**src/rtl/call_pkg.sv**
```systemverilog
package call_pkg;

    localparam int CLI_DEFAULT = 2;
    localparam int DW_DEFAULT  = 32;

    // Classification of the request events sampled on one edge
    typedef enum logic [1:0] {
        REQ_NONE = 2'd0,
        REQ_CALL = 2'd1,
        REQ_BAD  = 2'd2
    } req_kind_t;

    function automatic req_kind_t classify_req(input int n_events, input logic open_call);
        if (n_events == 0)
            return REQ_NONE;
        else if (n_events == 1 && !open_call)
            return REQ_CALL;
        else
            return REQ_BAD;
    endfunction

endpackage

```
**src/rtl/tog_edge.sv**
```systemverilog
module tog_edge #(
    parameter int W = 1
) (
    input  logic         clk,
    input  logic         rst,
    input  logic [W-1:0] lines,
    output logic [W-1:0] evt
);
    logic [W-1:0] seen_q;

    always_ff @(posedge clk) begin
        if (rst) seen_q <= '0;
        else     seen_q <= lines;
    end

    // An event is any difference from the level sampled last cycle
    assign evt = lines ^ seen_q;
endmodule

```
**src/rtl/bundle_mux.sv**
```systemverilog
module bundle_mux #(
    parameter int N  = 2,
    parameter int DW = 32,
    parameter int IW = 1
) (
    input  logic [N-1:0]    sel_oh,
    input  logic [N*DW-1:0] bundles,
    output logic [IW-1:0]   idx,
    output logic [DW-1:0]   picked
);
    logic [DW-1:0] slot [N];

    genvar g;
    generate
        for (g = 0; g < N; g++) begin : g_slice
            assign slot[g] = bundles[g*DW +: DW];
        end
    endgenerate

    always_comb begin
        idx    = '0;
        picked = '0;
        for (int k = 0; k < N; k++) begin
            if (sel_oh[k]) begin
                idx    = IW'(k);
                picked = picked | slot[k];
            end
        end
    end
endmodule

```
**src/rtl/call_router.sv**
```systemverilog
module call_router
    import call_pkg::*;
#(
    parameter int N_CLI = CLI_DEFAULT,
    parameter int DW    = DW_DEFAULT
) (
    input  logic                clk,
    input  logic                rst,
    input  logic [N_CLI-1:0]    cli_req,
    output logic [N_CLI-1:0]    cli_ack,
    input  logic [N_CLI*DW-1:0] cli_data,
    output logic                sub_req,
    input  logic                sub_ack,
    output logic [DW-1:0]       sub_data,
    output logic                proto_err
);
    localparam int IW = (N_CLI > 1) ? $clog2(N_CLI) : 1;

    logic [N_CLI-1:0] req_evt;
    logic             ack_evt;
    logic [IW-1:0]    req_idx;
    logic [DW-1:0]    req_bundle;
    logic             open_q;
    logic [IW-1:0]    owner_q;
    req_kind_t        kind;

    tog_edge #(.W(N_CLI)) u_req_edge (
        .clk   (clk),
        .rst   (rst),
        .lines (cli_req),
        .evt   (req_evt)
    );

    tog_edge #(.W(1)) u_ack_edge (
        .clk   (clk),
        .rst   (rst),
        .lines (sub_ack),
        .evt   (ack_evt)
    );

    bundle_mux #(.N(N_CLI), .DW(DW), .IW(IW)) u_mux (
        .sel_oh  (req_evt),
        .bundles (cli_data),
        .idx     (req_idx),
        .picked  (req_bundle)
    );

    assign kind = classify_req($countones(req_evt), open_q);

    always_ff @(posedge clk) begin
        if (rst) begin
            open_q    <= 1'b0;
            owner_q   <= '0;
            sub_req   <= 1'b0;
            sub_data  <= '0;
            cli_ack   <= '0;
            proto_err <= 1'b0;
        end else begin
            // Return path: steer the acknowledge to the recorded caller
            if (ack_evt && open_q) begin
                cli_ack[owner_q] <= ~cli_ack[owner_q];
                open_q           <= 1'b0;
            end
            // Call path: merge the single request onto the subroutine line
            if (kind == REQ_CALL) begin
                sub_req  <= ~sub_req;
                owner_q  <= req_idx;
                sub_data <= req_bundle;
                open_q   <= 1'b1;
            end
            if (kind == REQ_BAD || (ack_evt && !open_q))
                proto_err <= 1'b1;
        end
    end

    // at most one client acknowledge moves per cycle
    assert_single_return_R4: assert property (@(posedge clk) disable iff (rst)
        $countones(cli_ack ^ $past(cli_ack)) <= 1);

    // a client acknowledge moves only when the subroutine answered an open call
    assert_ack_needs_call_R5: assert property (@(posedge clk) disable iff (rst)
        (cli_ack != $past(cli_ack)) |-> ($past(ack_evt) && $past(open_q)));

    // a forwarded request always leaves a call open
    assert_req_opens_call_R2: assert property (@(posedge clk) disable iff (rst)
        (sub_req != $past(sub_req)) |-> open_q);

    // the operand bundle is frozen while the call stays open
    assert_bundle_held_R3: assert property (@(posedge clk) disable iff (rst)
        (open_q && $past(open_q)) |-> $stable(sub_data));

    // the error flag never clears without reset
    assert_err_sticky_R8: assert property (@(posedge clk) disable iff (rst)
        $past(proto_err) |-> proto_err);

    // an illegal request pattern never moves the subroutine request
    assert_bad_req_blocked_R6: assert property (@(posedge clk) disable iff (rst)
        (kind == REQ_BAD) |=> $stable(sub_req));
endmodule

```
**config.mk**
```make
export PLATFORM = sky130hd
export DESIGN_NAME = call_router
export DESIGN_NICKNAME = d
export VERILOG_FILES = /design/src/rtl/call_pkg.sv /design/src/rtl/tog_edge.sv /design/src/rtl/bundle_mux.sv /design/src/rtl/call_router.sv
export SDC_FILE = /design/constraint.sdc
export NUM_CORES = 1
export LEC_CHECK = 0
export BUFFER_PORTS_ARGS = -buffer_cell sky130_fd_sc_hd__buf_2
export CAP_MARGIN = 30
export CORE_MARGIN = 1.5
export CORE_UTILIZATION = 45
export CTS_BUF_LIST = sky130_fd_sc_hd__clkbuf_8
export CTS_CLUSTER_DIAMETER = 60
export CTS_CLUSTER_SIZE = 14
export DETAILED_ROUTE_END_ITERATION = 8
export GPL_ROUTABILITY_DRIVEN = 0
export PLACE_DENSITY = 0.86
export SLEW_MARGIN = 30
export SYNTH_ARGS = -nofsm -noshare
export SYNTH_HDL_FRONTEND = slang
export SYNTH_SLANG_ARGS = --single-unit
```
**constraint.sdc**
```tcl
create_clock -name clk -period 2.6 [get_ports clk]
set_input_delay 0.52 -clock clk [delete_from_list [all_inputs] [get_ports clk]]
set_output_delay 0.52 -clock clk [all_outputs]
set_load 0.01 [all_outputs]
```
==> impl_metrics.env <==
export IMPL_yosys_warnings=0
export IMPL_leakage_nw=1.09
export IMPL_r2r_end="sub_data[17]"
export IMPL_syn_area_sq_um=1810
export IMPL_viasPerCell=5.41
export IMPL_die_w_microns=66.3
export IMPL_syn_inst=219
export IMPL_fillerInstances=339
export IMPL_port_buffers=104
export IMPL_cts_buffers=5
export IMPL_cts_tree="yes"
export IMPL_power_per_cell_area_nw_per_um2=728
export IMPL_hpwl_microns=3370
export IMPL_drive_gt1_share_pct=38.9
export IMPL_post_cts_resized=0
export IMPL_cts_root_buf="clkbuf_8"
export IMPL_rsz0062_at_grt="no"
export IMPL_multi_input_area_sq_um=845
export IMPL_slew_limit_headroom_pct=71.6
export IMPL_synth_nets=289
export IMPL_dr_pass1_iters=4
export IMPL_seqCellArea_sq_um=821
export IMPL_grt_pass1_vias=1834
export IMPL_period_minus_slack_ns=1.88
export IMPL_fp_dieH_microns=66.3
export IMPL_clk_pin_slew_ns=0.08
export IMPL_placed_area_sq_um=2310
export IMPL_wire_per_inst_microns=13.3
export IMPL_p_sw_mw=0.549
export IMPL_core_sq_um=3740
export IMPL_layout_nets=385
export IMPL_clk_latency_ns=0.28
export IMPL_start_util_pct=48.2
export IMPL_p_int_mw=1.22
export IMPL_critPathLaunchType="primary input"
export IMPL_ys_ff_latch=41
export IMPL_finalHoldViolations=0
export IMPL_min_from="proto_err"
export IMPL_skew_ns=0.00512
export IMPL_critical_path_class="primary input to flop"
export IMPL_post_cts_buffers=0
export IMPL_power_frac_seq_pct=42.9
export IMPL_dr_first_iter_drc_count=140
export IMPL_r2r_cells=7
export IMPL_clockBufferDepth=2
export IMPL_power_frac_clock_pct=29.7
export IMPL_totalWireLength_microns=4850
export IMPL_r2r_start="u_req_edge.seen_q[1]"
export IMPL_arrival_ns=2.09
export IMPL_vias=1971
export IMPL_power_mw=1.77
export IMPL_yosysTopAreaCell="dfxtp_1"
export IMPL_drv_cap=0
export IMPL_avgSynthCellArea_sq_um=8.24
export IMPL_run_status="finished, final reports clean"
export IMPL_grt_pass1_wl_microns=7810
export IMPL_seq_area_frac_synth_pct=45.5
export IMPL_antenna_found_initial=0
export IMPL_drc=0
export IMPL_slew_viol_final=0
export IMPL_async_flop_share_pct=0
export IMPL_min_delay_worst_endpoint="proto_err"
export IMPL_synth_main_ff_cell="dfxtp_1"
export IMPL_worstSetupEndpointType="flop"
export IMPL_grt_max_degree=35
export IMPL_synth_top_area_share_pct=45.5
export IMPL_overflow=0
export IMPL_critPathMaxFanout=34
export IMPL_ir_worst_vdd_v=0.000398
export IMPL_whs_path_depth=1
export IMPL_final_cell_area_sq_um=2430
export IMPL_htree_levels=2
export IMPL_worstMarginPinSlew_ns=0.427
export IMPL_row_count=22
export IMPL_power_frac_comb_pct=27.4
export IMPL_hold_path_class="flop to flop"
export IMPL_dieArea_sq_um=4400
export IMPL_cp_required_ns=2.81
export IMPL_synth_edf_count=0
export IMPL_io_pins=105
export IMPL_final_util_pct=64.8
export IMPL_ff2ff_setup_slack_ns=0.73
export IMPL_clock_sinks=41
export IMPL_ant_nets=0
export IMPL_max_freq_ghz=0.532
export IMPL_synth_distinct_cells=24
export IMPL_setup_tns_ns=0
export IMPL_antenna_cells=0
export IMPL_min_period_over_period_pct=72.3
export IMPL_switching_share_pct=31.1
export IMPL_setup_violations=0
export IMPL_gr_usage_all_layers_pct=22.5
export IMPL_syn2layout_area_growth_pct=34.4
export IMPL_ys_top_cells_by_area="dfxtp_1 45%, nand3_1 18%, a31oi_1 11%, nand2_1 6.7%, buf_6 3.7%"
export IMPL_hold_buffers=0
==> per-layer routing <==
| layer | wire (microns) | vias up | share of wire [%] | global-route usage (%) |
|---|---|---|---|---|
| li1 | - | 972 | - | - |
| met1 | 2030 | 914 | 42 | 27.3 |
| met2 | 2450 | 81 | 50 | 39.5 |
| met3 | 332 | 4 | 6.8 | 4.60 |
| met4 | 48 | 0 | 0.99 | 7.40 |
| met5 | 0 | - | 0 | 0 |
==> placed cells by master, fill, tap and decap left out, drive strengths merged <==
| master | n |
|---|---|
| a211oi | 1 |
| a21oi | 2 |
| a31oi | 32 |
| buf | 111 |
| bufinv | 1 |
| clkbuf | 6 |
| dfxtp | 41 |
| ha | 1 |
| inv | 4 |
| mux2 | 1 |
| nand2 | 32 |
| nand3 | 64 |
| nand3b | 1 |
| nor2 | 4 |
| nor2b | 5 |
| nor3b | 1 |
| o21ba | 1 |
| o22ai | 1 |
| o31ai | 1 |
| or3b | 1 |
| or4 | 1 |
| xnor2 | 2 |
| xor2 | 2 |
==> critical path, stage by stage <==
cell	delay, ns
buf_2	0.12
xor2_2	0.17
inv_1	0.08
ha_1	0.32
nor3b_4	0.20
buf_4	0.34
nand3_1	0.14
a31oi_1	0.19
==> cells by family after synthesis <==
family	share of synthesized area, %
compound gates	13.4
xor+xnor	1.94
fa+ha+maj	0.693
buf+inv	8.59
flops	45.5
mux	0.624
simple gates	29.3
==> cell usage after synthesis (2+ instances only) <==
master and instances:
buf_6 6, nor2b_1 5, xnor2_1 2, clkbuf_1 5
nor2_1 4, nand2_1 32, buf_2 10, nand3_1 64
xor2_1 2, inv_1 3, dfxtp_1 41, a31oi_1 32
a21oi_1 2
==> worst max path at each step <==
stage	slack, ns	cells past startpoint	startpoint	to
finish	0.72	8	cli_req[1]	sub_data[17]
global route	0.59	7	u_req_edge.seen_q[1]	sub_data[17]
CTS	0.72	7	u_req_edge.seen_q[1]	sub_data[17]
detailed placement	0.43	8	cli_req[1]	sub_data[3]
global placement	0.55	8	cli_req[1]	sub_data[0]
floorplan	0.38	9	cli_req[0]	sub_data[22]
==> power groups by stage <==
stage	Combinational (mW)	Sequential (mW)	Clock [mW]
2_1_floorplan	0.308	0.801	0
3_3_place_gp	0.471	0.767	0
3_5_place_dp	0.487	0.769	0
4_1_cts	0.487	0.756	0.530
5_1_grt	0.545	0.764	0.556
6_report	0.484	0.757	0.524
==> through the flow <==
step / instances / setup slack (ns) / hold slack (ns)
after floorplan: 219 / 0.376 / 0.496
after global placement: 356 / 0.548 / 0.458
after detailed placement: 356 / 0.427 / 0.465
after CTS: 364 / 0.724 / 0.483
after global routing: 364 / 0.587 / 0.491
final: 364 / 0.719 / 0.480
==> sequential cells by signal, indices dropped and copies added (netlist names) <==
register           count
sub_req                1
owner_q                1
open_q                 1
u_ack_edge.seen_q      1
u_req_edge.seen_q      2
cli_ack                2
sub_data              32
proto_err              1
==> final cells by class <==
class                           count  area share (%)
Clock buffer                        6            3.40
Clock inverter                      2            1.39
Inverter                            3           0.464
Multi-Input combinational cell    153            34.8
Sequential cell                    41            33.8
Tap cell                           48            2.48
Timing Repair Buffer              111            23.6
(Power assumes the default switching activity.)
